--- config.mk ---
export PLATFORM = sky130hd
export DESIGN_NAME = fi_campaign_seq
export DESIGN_NICKNAME = d
export VERILOG_FILES = /design/src/rtl/fi_seq_pkg.sv /design/src/rtl/fi_loc_gen.sv /design/src/rtl/fi_restore_sched.sv /design/src/rtl/fi_stop_eval.sv /design/src/rtl/fi_campaign_seq.sv
export SDC_FILE = /design/constraint.sdc
export NUM_CORES = 1
export LEC_CHECK = 0
export ABC_AREA = 0
export BUFFER_PORTS_ARGS = -buffer_cell sky130_fd_sc_hd__buf_2
export CAP_MARGIN = 0
export CORE_MARGIN = 4
export CORE_UTILIZATION = 45
export DETAILED_ROUTE_END_ITERATION = 12
export PLACE_DENSITY = 0.61
export SYNTH_ARGS = -nofsm -noshare
export SYNTH_HDL_FRONTEND = slang
export SYNTH_SLANG_ARGS = --single-unit
--- constraint.sdc ---
create_clock -name clk_i -period 9.91 [get_ports clk_i]
set_input_delay 0.4955 -clock clk_i [delete_from_list [all_inputs] [get_ports clk_i]]
set_output_delay 0.4955 -clock clk_i [all_outputs]
set_load 0.02 [all_outputs]
--- src/rtl/fi_seq_pkg.sv ---
package fi_seq_pkg;
  typedef enum logic [2:0] {
    S_IDLE, S_INJECT, S_WAIT_ACK, S_TEST, S_RESTORE, S_NEXT, S_DONE
  } state_e;

  localparam logic [1:0] MODE_SEQ   = 2'd0;
  localparam logic [1:0] MODE_ACC   = 2'd1;

  localparam logic [1:0] ERR_NONE  = 2'd0;
  localparam logic [1:0] ERR_INJ   = 2'd1;
  localparam logic [1:0] ERR_RST   = 2'd2;
  localparam logic [1:0] ERR_RANGE = 2'd3;

  localparam logic [31:0] LFSR_TAPS = 32'h8020_0003;

  function automatic logic [31:0] lfsr_step(input logic [31:0] v);
    return v[0] ? ({1'b0, v[31:1]} ^ LFSR_TAPS) : {1'b0, v[31:1]};
  endfunction
endpackage

--- src/rtl/fi_loc_gen.sv ---
module fi_loc_gen
  import fi_seq_pkg::*;
#(
  parameter int LOC_W = 15
) (
  input  logic             clk_i,
  input  logic             rst_ni,
  input  logic             load_i,
  input  logic             rand_i,
  input  logic             draw_i,
  input  logic             adv_i,
  input  logic [LOC_W-1:0] start_loc_i,
  input  logic [LOC_W-1:0] lo_i,
  input  logic [LOC_W-1:0] hi_i,
  input  logic [31:0]      seed_i,
  output logic [LOC_W-1:0] cand_o,
  output logic             cand_ok_o
);
  logic [31:0]      lfsr_q;
  logic [LOC_W-1:0] seq_q;
  logic [LOC_W-1:0] rnd;

  if (LOC_W >= 32) begin : g_wide
    assign rnd = LOC_W'(lfsr_q);
  end else begin : g_narrow
    assign rnd = lfsr_q[LOC_W-1:0];
  end

  always_ff @(posedge clk_i or negedge rst_ni) begin
    if (!rst_ni) begin
      lfsr_q <= 32'h1;
      seq_q  <= '0;
    end else if (load_i) begin
      lfsr_q <= (seed_i == 32'h0) ? 32'h1 : seed_i;
      seq_q  <= start_loc_i;
    end else begin
      if (draw_i && rand_i) lfsr_q <= lfsr_step(lfsr_q);
      if (adv_i) seq_q <= seq_q + 1'b1;
    end
  end

  assign cand_o    = rand_i ? rnd : seq_q;
  assign cand_ok_o = rand_i ? ((rnd >= lo_i) && (rnd <= hi_i)) : 1'b1;
endmodule

--- src/rtl/fi_restore_sched.sv ---
module fi_restore_sched
  import fi_seq_pkg::*;
#(
  parameter int CNT_W = 32
) (
  input  logic             clk_i,
  input  logic             rst_ni,
  input  logic             clear_i,
  input  logic [1:0]       mode_i,
  input  logic             tested_i,
  input  logic             restored_i,
  input  logic [CNT_W-1:0] clean_n_i,
  output logic             need_o,
  output logic             all_o
);
  logic [CNT_W-1:0] since_q;
  logic [CNT_W-1:0] since_inc;
  logic             need_q, all_q;

  assign since_inc = since_q + 1'b1;

  always_ff @(posedge clk_i or negedge rst_ni) begin
    if (!rst_ni) begin
      since_q <= '0;
      need_q  <= 1'b0;
      all_q   <= 1'b0;
    end else if (clear_i) begin
      since_q <= '0;
      need_q  <= 1'b0;
      all_q   <= 1'b0;
    end else if (tested_i) begin
      if (mode_i == MODE_SEQ) begin
        need_q <= 1'b1;
        all_q  <= 1'b0;
      end else if (mode_i[1]) begin
        // period 0 behaves as 1 because since_inc >= 0 always holds
        if (since_inc >= clean_n_i) begin
          need_q  <= 1'b1;
          all_q   <= 1'b1;
          since_q <= '0;
        end else begin
          since_q <= since_inc;
        end
      end
    end else if (restored_i) begin
      need_q <= 1'b0;
      all_q  <= 1'b0;
    end
  end

  assign need_o = need_q;
  assign all_o  = all_q;
endmodule

--- src/rtl/fi_stop_eval.sv ---
module fi_stop_eval #(
  parameter int CNT_W = 32
) (
  input  logic [1:0]       stop_sel_i,
  input  logic             fail_seen_i,
  input  logic             seq_mode_i,
  input  logic             seq_last_i,
  input  logic [CNT_W-1:0] fault_cnt_i,
  input  logic [CNT_W-1:0] limit_i,
  output logic             stop_o
);
  logic fault_hit, count_hit, walk_end;

  assign fault_hit = stop_sel_i[0] && fail_seen_i;
  assign count_hit = stop_sel_i[1] && (fault_cnt_i >= limit_i);
  assign walk_end  = seq_mode_i && seq_last_i;
  assign stop_o    = fault_hit || count_hit || walk_end;
endmodule

--- src/rtl/fi_campaign_seq.sv ---
module fi_campaign_seq
  import fi_seq_pkg::*;
#(
  parameter int FRAME_W = 10,
  parameter int BIT_W   = 5,
  parameter int NB_W    = 3,
  parameter int CNT_W   = 32
) (
  input  logic                     clk_i,
  input  logic                     rst_ni,
  input  logic                     start_i,
  input  logic [1:0]               mode_i,
  input  logic [1:0]               stop_sel_i,
  input  logic [FRAME_W+BIT_W-1:0] lo_loc_i,
  input  logic [FRAME_W+BIT_W-1:0] hi_loc_i,
  input  logic [31:0]              seed_i,
  input  logic [NB_W-1:0]          nbits_i,
  input  logic [CNT_W-1:0]         clean_n_i,
  input  logic [CNT_W-1:0]         flip_limit_i,
  output logic                     inj_req_o,
  output logic [FRAME_W-1:0]       inj_frame_o,
  output logic [BIT_W-1:0]         inj_bit_o,
  output logic [NB_W-1:0]          inj_nbits_o,
  input  logic                     inj_ack_i,
  input  logic                     inj_err_i,
  output logic                     test_req_o,
  input  logic                     test_done_i,
  input  logic                     test_fail_i,
  output logic                     rst_req_o,
  output logic                     rst_all_o,
  input  logic                     rst_ack_i,
  input  logic                     rst_err_i,
  output logic [CNT_W-1:0]         fault_cnt_o,
  output logic                     busy_o,
  output logic                     done_o,
  output logic [1:0]               err_code_o
);
  localparam int LOC_W = FRAME_W + BIT_W;

  state_e           state_q;
  logic [1:0]       cfg_mode_q, cfg_stop_q;
  logic [LOC_W-1:0] cfg_lo_q, cfg_hi_q, loc_q;
  logic [NB_W-1:0]  cfg_nb_q;
  logic [CNT_W-1:0] cfg_clean_q, cfg_limit_q, fault_cnt_q;
  logic             fail_seen_q;
  logic [1:0]       err_q;

  logic             accept, range_bad, rand_mode;
  logic [LOC_W-1:0] cand;
  logic             cand_ok, need, need_all, stop;
  logic             tested, restored, advance;

  assign accept    = ((state_q == S_IDLE) || (state_q == S_DONE)) && start_i;
  assign range_bad = lo_loc_i > hi_loc_i;
  assign rand_mode = cfg_mode_q != MODE_SEQ;
  assign tested    = (state_q == S_TEST) && test_done_i;
  assign restored  = (state_q == S_RESTORE) && need && rst_ack_i && !rst_err_i;
  assign advance   = (state_q == S_NEXT) && !stop;

  fi_loc_gen #(.LOC_W(LOC_W)) u_gen (
    .clk_i       (clk_i),
    .rst_ni      (rst_ni),
    .load_i      (accept),
    .rand_i      (rand_mode),
    .draw_i      (state_q == S_INJECT),
    .adv_i       (advance),
    .start_loc_i (lo_loc_i),
    .lo_i        (cfg_lo_q),
    .hi_i        (cfg_hi_q),
    .seed_i      (seed_i),
    .cand_o      (cand),
    .cand_ok_o   (cand_ok)
  );

  fi_restore_sched #(.CNT_W(CNT_W)) u_sched (
    .clk_i      (clk_i),
    .rst_ni     (rst_ni),
    .clear_i    (accept),
    .mode_i     (cfg_mode_q),
    .tested_i   (tested),
    .restored_i (restored),
    .clean_n_i  (cfg_clean_q),
    .need_o     (need),
    .all_o      (need_all)
  );

  fi_stop_eval #(.CNT_W(CNT_W)) u_stop (
    .stop_sel_i  (cfg_stop_q),
    .fail_seen_i (fail_seen_q),
    .seq_mode_i  (!rand_mode),
    .seq_last_i  (loc_q == cfg_hi_q),
    .fault_cnt_i (fault_cnt_q),
    .limit_i     (cfg_limit_q),
    .stop_o      (stop)
  );

  always_ff @(posedge clk_i or negedge rst_ni) begin
    if (!rst_ni) begin
      state_q     <= S_IDLE;
      cfg_mode_q  <= MODE_SEQ;
      cfg_stop_q  <= '0;
      cfg_lo_q    <= '0;
      cfg_hi_q    <= '0;
      cfg_nb_q    <= '0;
      cfg_clean_q <= '0;
      cfg_limit_q <= '0;
      loc_q       <= '0;
      fault_cnt_q <= '0;
      fail_seen_q <= 1'b0;
      err_q       <= ERR_NONE;
    end else begin
      unique case (state_q)
        S_IDLE, S_DONE: begin
          if (start_i) begin
            cfg_mode_q  <= mode_i;
            cfg_stop_q  <= stop_sel_i;
            cfg_lo_q    <= lo_loc_i;
            cfg_hi_q    <= hi_loc_i;
            cfg_nb_q    <= nbits_i;
            cfg_clean_q <= clean_n_i;
            cfg_limit_q <= flip_limit_i;
            fault_cnt_q <= '0;
            fail_seen_q <= 1'b0;
            err_q       <= range_bad ? ERR_RANGE : ERR_NONE;
            state_q     <= range_bad ? S_DONE : S_INJECT;
          end
        end
        S_INJECT: begin
          if (cand_ok) begin
            loc_q   <= cand;
            state_q <= S_WAIT_ACK;
          end
        end
        S_WAIT_ACK: begin
          if (inj_ack_i) begin
            if (inj_err_i) begin
              err_q   <= ERR_INJ;
              state_q <= S_DONE;
            end else begin
              fault_cnt_q <= fault_cnt_q + 1'b1;
              state_q     <= S_TEST;
            end
          end
        end
        S_TEST: begin
          if (test_done_i) begin
            fail_seen_q <= fail_seen_q | test_fail_i;
            state_q     <= S_RESTORE;
          end
        end
        S_RESTORE: begin
          if (!need) begin
            state_q <= S_NEXT;
          end else if (rst_ack_i) begin
            if (rst_err_i) begin
              err_q   <= ERR_RST;
              state_q <= S_DONE;
            end else begin
              state_q <= S_NEXT;
            end
          end
        end
        S_NEXT:  state_q <= stop ? S_DONE : S_INJECT;
        default: state_q <= S_IDLE;
      endcase
    end
  end

  assign inj_req_o   = state_q == S_WAIT_ACK;
  assign inj_frame_o = loc_q[LOC_W-1:BIT_W];
  assign inj_bit_o   = loc_q[BIT_W-1:0];
  assign inj_nbits_o = cfg_nb_q;
  assign test_req_o  = state_q == S_TEST;
  assign rst_req_o   = (state_q == S_RESTORE) && need;
  assign rst_all_o   = rst_req_o && need_all;
  assign fault_cnt_o = fault_cnt_q;
  assign busy_o      = (state_q != S_IDLE) && (state_q != S_DONE);
  assign done_o      = state_q == S_DONE;
  assign err_code_o  = err_q;
endmodule

==> results of run 1 <==
## path summary, 6_finish.rpt
| kind | start | endpoint | slack (ps) |
|---|---|---|---|
| worst max-delay path | u_sched.since_q[8] | u_sched.since_q[29] | 5610 |
| worst min-delay path | rst_ni | cfg_limit_q[16] | -40 |
| worst max register to register | u_sched.since_q[8] | u_sched.since_q[29] | 5610 |
| worst min register to register | inj_nbits_o[1] | inj_nbits_o[1] | 470 |
| max in group asynchronous | rst_ni | cfg_lo_q[2] | 7810 |
| min in group clk_i | nbits_i[0] | inj_nbits_o[0] | 160 |
## power breakdown
group          switching (W)  internal, W  total (W)
clock               0.000412     0.000613    0.00102
combinational       0.000984     0.000598    0.00158
sequential          0.000262      0.00131    0.00157
total                0.00166      0.00252    0.00417
## state kept, by name (all words and copies together), names as in the netlist, 3 cells and up
register	cells
cfg_clean_q	32
cfg_limit_q	32
fault_cnt_o	32
u_gen.lfsr_q	32
u_sched.since_q	32
cfg_hi_q	15
cfg_lo_q	15
loc_q	15
u_gen.seq_q	15
inj_nbits_o	3
state_q	3
## metrics by stage
stage,util,hold slack [ps]
final,0.539,-42.3
after global routing,0.539,71.8
after CTS,0.539,57.8
after detailed placement,0.507,466
after global placement,0.507,451
after floorplan,-,200
## cell type report
class                           count  area share
Multi-Input combinational cell   1126       0.436
Clock inverter                      8     0.00287
Tap cell                          384      0.0306
Clock buffer                       43      0.0566
Sequential cell                   235       0.375
Antenna cell                        2    0.000319
Timing Repair Buffer              209      0.0689
Inverter                          125      0.0299
## worst max-delay path, cell delays in order, from the launching register on
cell,delay (ps)
dfrtp_1,440
nand3_1,180
nor4_1,480
nand2_1,220
nor3_1,520
and3_1,280
xor2_1,170
ha_1,270
a21o_1,180
a21o_1,170
a21oi_1,130
o21ai_0,120
or4_4,700
nor3b_1,280
a21o_1,110
## cell families (layout without fill, tap and decap cells)
group,after synthesis,in the layout
muxes,2,2
DFF,235,235
adders and majority gates,112,112
AOI/OAI and AO/OA,322,322
xor gates and xnor gates,79,79
and+or+nand+nor,611,611
other,0,2
buffers and inverters,185,385
## per-layer routing
metal / wire, um / GRT usage
met4: 812 / 0.0496
met3: 1870 / 0.0368
met2: 16300 / 0.344
met5: 0 / 0
met1: 17000 / 0.303
## cells in the mapped netlist, drive strengths merged, types with 11 or more instances
| cell type | number | area (um2) |
|---|---|---|
| or3 | 12 | 75.1 |
| nor2 | 103 | 397 |
| and2 | 11 | 68.8 |
| xnor2 | 47 | 412 |
| dfrtp | 234 | 5860 |
| o21ai | 160 | 801 |
| and3 | 15 | 93.8 |
| a21o | 20 | 150 |
| nand3 | 36 | 180 |
| ha | 112 | 1400 |
| a31oi | 35 | 219 |
| nor3 | 17 | 85.1 |
| a22oi | 16 | 120 |
| clkbuf | 52 | 198 |
| inv | 125 | 469 |
| nand2 | 296 | 1110 |
| nor4 | 14 | 93.8 |
| xor2 | 32 | 280 |
| a21oi | 52 | 260 |
| nand2b | 26 | 163 |
| nand4 | 46 | 294 |
| nor2b | 12 | 82.6 |
==> flow_summary.toml, run 1 <==
[synthesis]
synthSimpleGateAreaFrac = 0.211
syn_area_um2 = 13400
syn_nets = 1800
synth_ff_type = "dfrtp_1"
synth_xor_area_frac = 0.0515
ys_types = 64
synth_fa_ha_area_frac = 0.104
ys_seq_elements = 235
ys_async_sr_fraction = 1.00
seq_area_frac_synth = 0.438
synth_cells = 1546
avgSynthCellArea_um2 = 8.69
muxShareOfSynthArea = 0.00149
ys_warn_count = 0
synth_edf_count = 0
synth_compound_area_frac = 0.140
synth_top_family_by_area = "simple AND/OR/NAND/NOR gates"

[setup_path]
crit_required_ps = 10380
critPathLaunchType = "flop"
cp-end-kind = "flop"
ff2ff_path_depth = 14
crit_type = "reg2reg"
arrival_ps = 4770
cp_max_fo = 38

[clocking]
cts_resized = 0
clock_sinks = 235
cts_setup_buffers = 0
clkSlewWorstSetupHoldPaths_ps = 60
clk_latency_ps = 540
clk_path_buf_depth = 3
cts_buffers = 28
cts_hold_buf = 0
cts_tree = "built"
cts-root-buf = "clkbuf_16"
htree_levels = 1

[placement]
gp_congestion = 0.901
io_buffers = 199
dp_slack_ps = 5620
hpwl_mm = 26.2
postPlaceCellArea_um2 = 14800
dp_cells = 2079

[power]
vdd.ir_drop.worst_uv = 139
p_total_w = 0.00417
p_leak_nw = 7.84
power.density_nw_per_um2 = 266

[sta]
setup_slack_ps = 5610
whs_ps = -42.3
fmax_mhz = 233
maxSlewViolCount = 0
fin_crit_sh = 0.434
worst_slew_pin_slew_ps = 1230
fin_worst_skew_ps = 6.79
rsz0062_at_grt = "false"
relSlewSlack = 0.179
setup_violations = 0
layout_min_cycle_time_ps = 4300
finalHoldViolCount = 6
setup_tns_ps = 0

[drt]
drtIter0Drc = 778
ant_nets = 0
wire_per_inst_um = 16.8
drtPass1Iterations = 5
wl_mm = 35.9
via_per_inst = 5.38
drc = 0
vias = 11500

[finish]
fin_cells = 2132
final_common_cell = "nand2_1"
ff_latch_area_um2 = 5880
drive_gt1_frac = 0.159
multi_input_area_um2 = 6840
num-fill-cells = 2766
layout_common_cells = "nand2_1, dfrtp_1, buf_2"
design_area_um2 = 15700
area_delta_synth_final_pct = 16.9
nNetsFinal = 1979

[status]
status = "complete, but fails checks"
violations = "hold timing"

[min_path]
hold_path.class = "in2async"

[global_routing]
grt_overflow = 0
grt_usage = 0.213
grt_max_degree = 115
grt_pass1_wl_mm = 58.2
grt_pass1_vias = 11200
antenna_found_initial = 2

[floorplanning]
die_w_um = 181
core_area_um2 = 29100
io_pins = 200
die_y_um = 181
die-area_um2 = 32700
start_util = 0.462
std_cell_rows = 62

[run]
maxCapViolCount = 0
Power figures use the tool's default switching activity.
==> run 2: changes to the inputs <==
--- a/config.mk
+++ b/config.mk
@@ -11,7 +11,7 @@
 export CORE_MARGIN = 4
 export CORE_UTILIZATION = 45
 export DETAILED_ROUTE_END_ITERATION = 12
-export PLACE_DENSITY = 0.61
+export PLACE_DENSITY = 0.64
 export SYNTH_ARGS = -nofsm -noshare
 export SYNTH_HDL_FRONTEND = slang
 export SYNTH_SLANG_ARGS = --single-unit
==> constraint.sdc (replaced) <==
create_clock -name clk_i -period 3.8 [get_ports clk_i]
set_input_delay 0.19 -clock clk_i [delete_from_list [all_inputs] [get_ports clk_i]]
set_output_delay 0.19 -clock clk_i [all_outputs]
set_load 0.02 [all_outputs]
==> run 2 against run 1 <==
The run now ends clean. Clock power rose to 2.6 times the previous value. Routed wire length is 8.2% higher. Design area grew 11%. Count of clock-buffer cells in the layout is 4 higher. Combinational power rose to 2.8 times the previous value. Global-route usage increased by 1.6 points. Clock skew rose by 2.5 ps. Register-to-register slack got worse by 5500 ps. Hold slack improved by 150 ps. Via count is 7.6% higher.
==> flow_summary.toml, run 2 (synthesis results as in run 1) <==
[run]
maxCapViolCount = 0

[global_routing]
grt_pass1_vias = 12100
grt_max_degree = 122
grt_usage = 0.229
grt_overflow = 0
grt_pass1_wl_mm = 62.2
antenna_found_initial = 2

[sta]
whs_ps = 104
finalHoldViolCount = 0
setup_violations = 0
setup_slack_ps = 148
layout_min_cycle_time_ps = 3650
fin_crit_sh = 0.961
maxSlewViolCount = 0
relSlewSlack = 0.327
fmax_mhz = 274
fin_worst_skew_ps = 9.30
worst_slew_pin_slew_ps = 1000
rsz0062_at_grt = "true"

[power]
power.density_nw_per_um2 = 638
vdd.ir_drop.worst_uv = 379
p_leak_nw = 8.57

[setup_path]
cp-end-kind = "flop"
cp_num_buf_inv = 1
timing.critical_path.mode_cell = "nand4_1"
ff2ff_path_depth = 15
crit_required_ps = 4270
cp_cell_sequence = "nand4_1 -> nor2_4 -> and3_4 -> nand4_1 -> buf_4 -> or3_1 -> or2_2 -> nand2_1 -> ha_1 -> nand4_1 -> nor2_1 -> o311a_4 -> or4_4 -> nor3_1 -> a21o_1"
cp_max_fo = 9
reg2reg_from = "u_sched.since_q[6]"
crit_type = "reg2reg"
arrival_ps = 4130
regToRegEndpoint = "u_sched.since_q[4]"
critPathLaunchType = "flop"
r2r_slack_ps = 150
crit_slowest_cell = "or4_4"
critPathMaxStageDelay_ps = 650
cp_top_family = "simple AND/OR/NAND/NOR gates"

[drt]
wl_mm = 38.9
via_per_inst = 5.37
wire_per_inst_um = 16.9
vias = 12300
ant_nets = 0
drc = 0
drtPass1Iterations = 5
drtIter0Drc = 826

[clocking]
clock_sinks = 235
cts_tree = "built"
cts_buffers = 28
clk_path_buf_depth = 3
cts-root-buf = "clkbuf_16"
htree_levels = 1
clk_latency_ps = 540
clkSlewWorstSetupHoldPaths_ps = 60

[floorplanning]
core_area_um2 = 29100
die-area_um2 = 32700
std_cell_rows = 62
die_y_um = 181
io_pins = 200
start_util = 0.462
die_w_um = 181

[min_path]
hp-start = "rst_ack_i"
min_delay_path_depth = 4
hold_path.class = "in2reg"
min_to = "u_sched.all_o"

[placement]
io_buffers = 199
hpwl_mm = 26.6
gp_congestion = 0.884
dp_slack_ps = -63.3

[finish]
multi_input_area_um2 = 6980
area_delta_synth_final_pct = 29.7
drive_gt1_frac = 0.166
nNetsFinal = 2146
layout_common_cells = "nand2_1, dfrtp_1, buf_2"
ff_latch_area_um2 = 5880
final_core_util = 0.599
final_common_cell = "nand2_1"
num-fill-cells = 2514

[status]
status = "finished clean"
==> run 2: cell count changes in the layout (fill, tap and decap cells not counted), moves of 3 or more <==
cell           before  now
o21ai_0           160  157
buf_12              0    3
or4_4               1    6
buf_4              10   34
clkinv_2            6    3
nand3_1            36   33
clkbuf_1            3    9
dlygate4sd3_1       0  135
==> run 2: final cells by class <==
cell class,count,share of cell area
antenna,3,0.000431
clock buffer,47,0.0507
clock inverter,4,0.00259
inverter,125,0.0269
multi-input combinational,1131,0.401
sequential,235,0.338
tap,384,0.0276
timing repair buffer,371,0.153
==> run 2: report_power, final <==
| part | total [W] | leakage (nW) | internal [W] | switching (W) |
|---|---|---|---|---|
| Combinational | 0.00435 | 5.14 | 0.00171 | 0.00264 |
| Sequential | 0.00407 | 2.97 | 0.00340 | 0.000670 |
| Clock | 0.00269 | 0.459 | 0.00163 | 0.00106 |
| Total | 0.0111 | 8.57 | 0.00675 | 0.00437 |
==> run 2: repair_timing <==
item                       CTS  global route
hold endpoints to repair   208             0
gates cloned                 1             4
pin swaps                    1             6
buffers inserted             0             7
resized for setup            3            23
setup endpoints to repair   28            32
hold buffers               135             0
==> run 2: per-stage QoR <==
step / TNS, ps / instance area [um2] / cells / power (W)
global route: -248 / 17400 / 2299 / 0.0120
finish: 0 / 17400 / 2300 / 0.0111
detailed placement: -282 / 14900 / 2099 / 0.00831
CTS: 0 / 17200 / 2286 / 0.0112
global placement: 0 / 14900 / 2099 / 0.00815
floorplan: 0 / 13400 / 1546 / 0.00690
==> run 2: tightest hold or removal path, cell delays in order <==
cell and delay, ps:
buf_2 100, nand3b_1 90, o311ai_0 110, o211ai_1 90
==> run 2: layer usage <==
layer / global-route usage / vias up / share of wire
met5: 0 / - / 0
met4: 0.0738 / 0 / 0.031
met3: 0.0356 / 80 / 0.059
met2: 0.370 / 379 / 0.46
met1: 0.318 / 5885 / 0.45
li1: - / 6001 / -
==> run 2: how the worst max path moves through the flow <==
stage | startpoint | end | slack [ps] | cells past startpoint
global placement | u_sched.since_q[9] | u_sched.since_q[29] | 80 | 14
detailed placement | u_sched.since_q[9] | u_sched.since_q[27] | -60 | 16
global route | u_sched.since_q[6] | u_sched.since_q[24] | -40 | 15
finish | u_sched.since_q[6] | u_sched.since_q[4] | 150 | 15
CTS | u_sched.since_q[9] | u_sched.since_q[27] | 10 | 14
floorplan | u_sched.since_q[8] | u_sched.since_q[2] | 20 | 17
==> run 3: changes to the inputs <==
--- a/config.mk
+++ b/config.mk
@@ -8,10 +8,12 @@
 export ABC_AREA = 0
 export BUFFER_PORTS_ARGS = -buffer_cell sky130_fd_sc_hd__buf_2
 export CAP_MARGIN = 0
+export CORE_ASPECT_RATIO = 0.8
 export CORE_MARGIN = 4
-export CORE_UTILIZATION = 45
+export CORE_UTILIZATION = 52
 export DETAILED_ROUTE_END_ITERATION = 12
-export PLACE_DENSITY = 0.64
+export PLACE_DENSITY = 0.73
+export SLEW_MARGIN = 25
 export SYNTH_ARGS = -nofsm -noshare
 export SYNTH_HDL_FRONTEND = slang
 export SYNTH_SLANG_ARGS = --single-unit
==> run 3 against run 2 <==
Utilization grew 8.7 points. Non-clock buffer count increased by 7. Clock skew rose by 11 ps. Clock power about the same. Cell count shrank 2.4%. Design area is 0.11% lower. Routed wire length grew 0.21%. Sequential share of layout area about the same. First-iteration DRC count up 30%.
==> flow_summary.toml, run 3 (synthesis results as in run 1) <==
[status]
status = "finished clean"

[sta]
setup_violations = 0
setup_tns_ps = 0
fin_worst_skew_ps = 20.3
fin_crit_sh = 0.980
relSlewSlack = 0.430
finalHoldViolCount = 0
layout_min_cycle_time_ps = 3720
maxSlewViolCount = 0
fmax_mhz = 269
whs_ps = 104
worst_slew_pin_slew_ps = 853

[run]
maxCapViolCount = 0

[drt]
drtIter0Drc = 1072
ant_nets = 0
drtPass1Iterations = 5
vias = 12400
wl_mm = 39.0
wire_per_inst_um = 17.4
drc = 0
via_per_inst = 5.54

[finish]
fin_cells = 2244
ff_latch_area_um2 = 5880
area_delta_synth_final_pct = 29.6
drive_gt1_frac = 0.173
final_common_cell = "nand2_1"
nNetsFinal = 2151
final_core_util = 0.686
multi_input_area_um2 = 7000
layout_common_cells = "nand2_1, dfrtp_1, buf_2"
num-fill-cells = 1960

[clocking]
clock_sinks = 235
clk_path_buf_depth = 3
cts-root-buf = "clkbuf_16"
clkSlewWorstSetupHoldPaths_ps = 60
cts_buffers = 26
cts_tree = "built"
clk_latency_ps = 550
htree_levels = 1

[global_routing]
grt_pass1_wl_mm = 61.7
grt_pass1_vias = 12000
grt_overflow = 0
grt_max_degree = 106
grt_usage = 0.263
antenna_found_initial = 2

[placement]
gp_congestion = 0.898
hpwl_mm = 26.3
io_buffers = 199
dp_cells = 2040

[min_path]
hp-start = "rst_ack_i"
hold_path.class = "in2reg"

[power]
vdd.ir_drop.worst_uv = 418
p_leak_nw = 8.60
power.density_nw_per_um2 = 637

[setup_path]
critPathLaunchType = "flop"
crit_type = "reg2reg"
startpoint = "u_sched.since_q[13]"
cp_max_fo = 7
reg2reg_from = "u_sched.since_q[13]"
cp-end-kind = "flop"
arrival_ps = 4210
crit_required_ps = 4290

[floorplanning]
start_util = 0.529
core_area_um2 = 25400
die_y_um = 152
io_pins = 200
die-area_um2 = 28500
std_cell_rows = 52
die_w_um = 188
[run 3: path summary, 6_finish.rpt]
path                                        to  slack, ps  cells after the start
setup / recovery            u_sched.since_q[8]         80                     15
hold / removal                   u_sched.all_o        100                      4
setup reg to reg            u_sched.since_q[8]         80                     15
hold reg to reg                 inj_nbits_o[1]        470                      2
max in group asynchronous  u_sched.since_q[15]       2520                      3
min in group asynchronous      cfg_limit_q[21]        250                      2
[run 3: stage by stage]
| step | worst slack [ps] | instance area, um2 | power, W |
|---|---|---|---|
| floorplan | 22.7 | 13400 | 0.00690 |
| global placement | 67.2 | 14900 | 0.00807 |
| detailed placement | -85.5 | 14900 | 0.00823 |
| CTS | -30.8 | 17100 | 0.0110 |
| global route | -52.5 | 17400 | 0.0119 |
| finish | 77.5 | 17400 | 0.0111 |
[run 3: timing repair]
| item | 4_1_cts | 5_1_grt |
|---|---|---|
| pin swaps | 0 | 11 |
| gates cloned | 0 | 5 |
| buffers inserted | 0 | 13 |
| endpoints found under the hold margin | 250 | 0 |
| hold buffers | 135 | 0 |
| setup endpoints to repair | 31 | 34 |
| resized for setup | 2 | 29 |
[run 3: cell type report]
class                   instances  share of cell area
repair buffers                378               0.157
clock buffers                  33              0.0424
clock inverters                15             0.00971
multi-input cells            1131               0.402
well taps                     324              0.0233
flip-flops and latches        235               0.338
inverters                     125              0.0270
diodes                          3            0.000431
[run 3: worst max-delay path, cell delays in order, from the launching register on]
cell     delay (ps)
dfrtp_1         400
nand3_2         170
nor3_2          230
and3_1          210
nand4_1         170
buf_4           200
or3_1           350
or2_2           290
nand2_1          70
ha_1            230
nand4_1         110
nor2_1           90
and2_2          230
or4_4           600
nor3_1          200
a21o_1          120
[run 3: metal layers]
metal | track usage | up-vias | share of wire | wire, um
met5 | 0 | - | 0.00033 | 13
li1 | - | 6009 | - | -
met2 | 0.420 | 404 | 0.45 | 17500
met1 | 0.387 | 5952 | 0.47 | 18400
met4 | 0.0554 | 2 | 0.018 | 699
met3 | 0.0380 | 59 | 0.059 | 2290
[run 3: where the power goes]
group	switching [W]	internal (W)
registers	0.000689	0.00340
clock network	0.00108	0.00158
logic	0.00263	0.00170
total	0.00440	0.00668
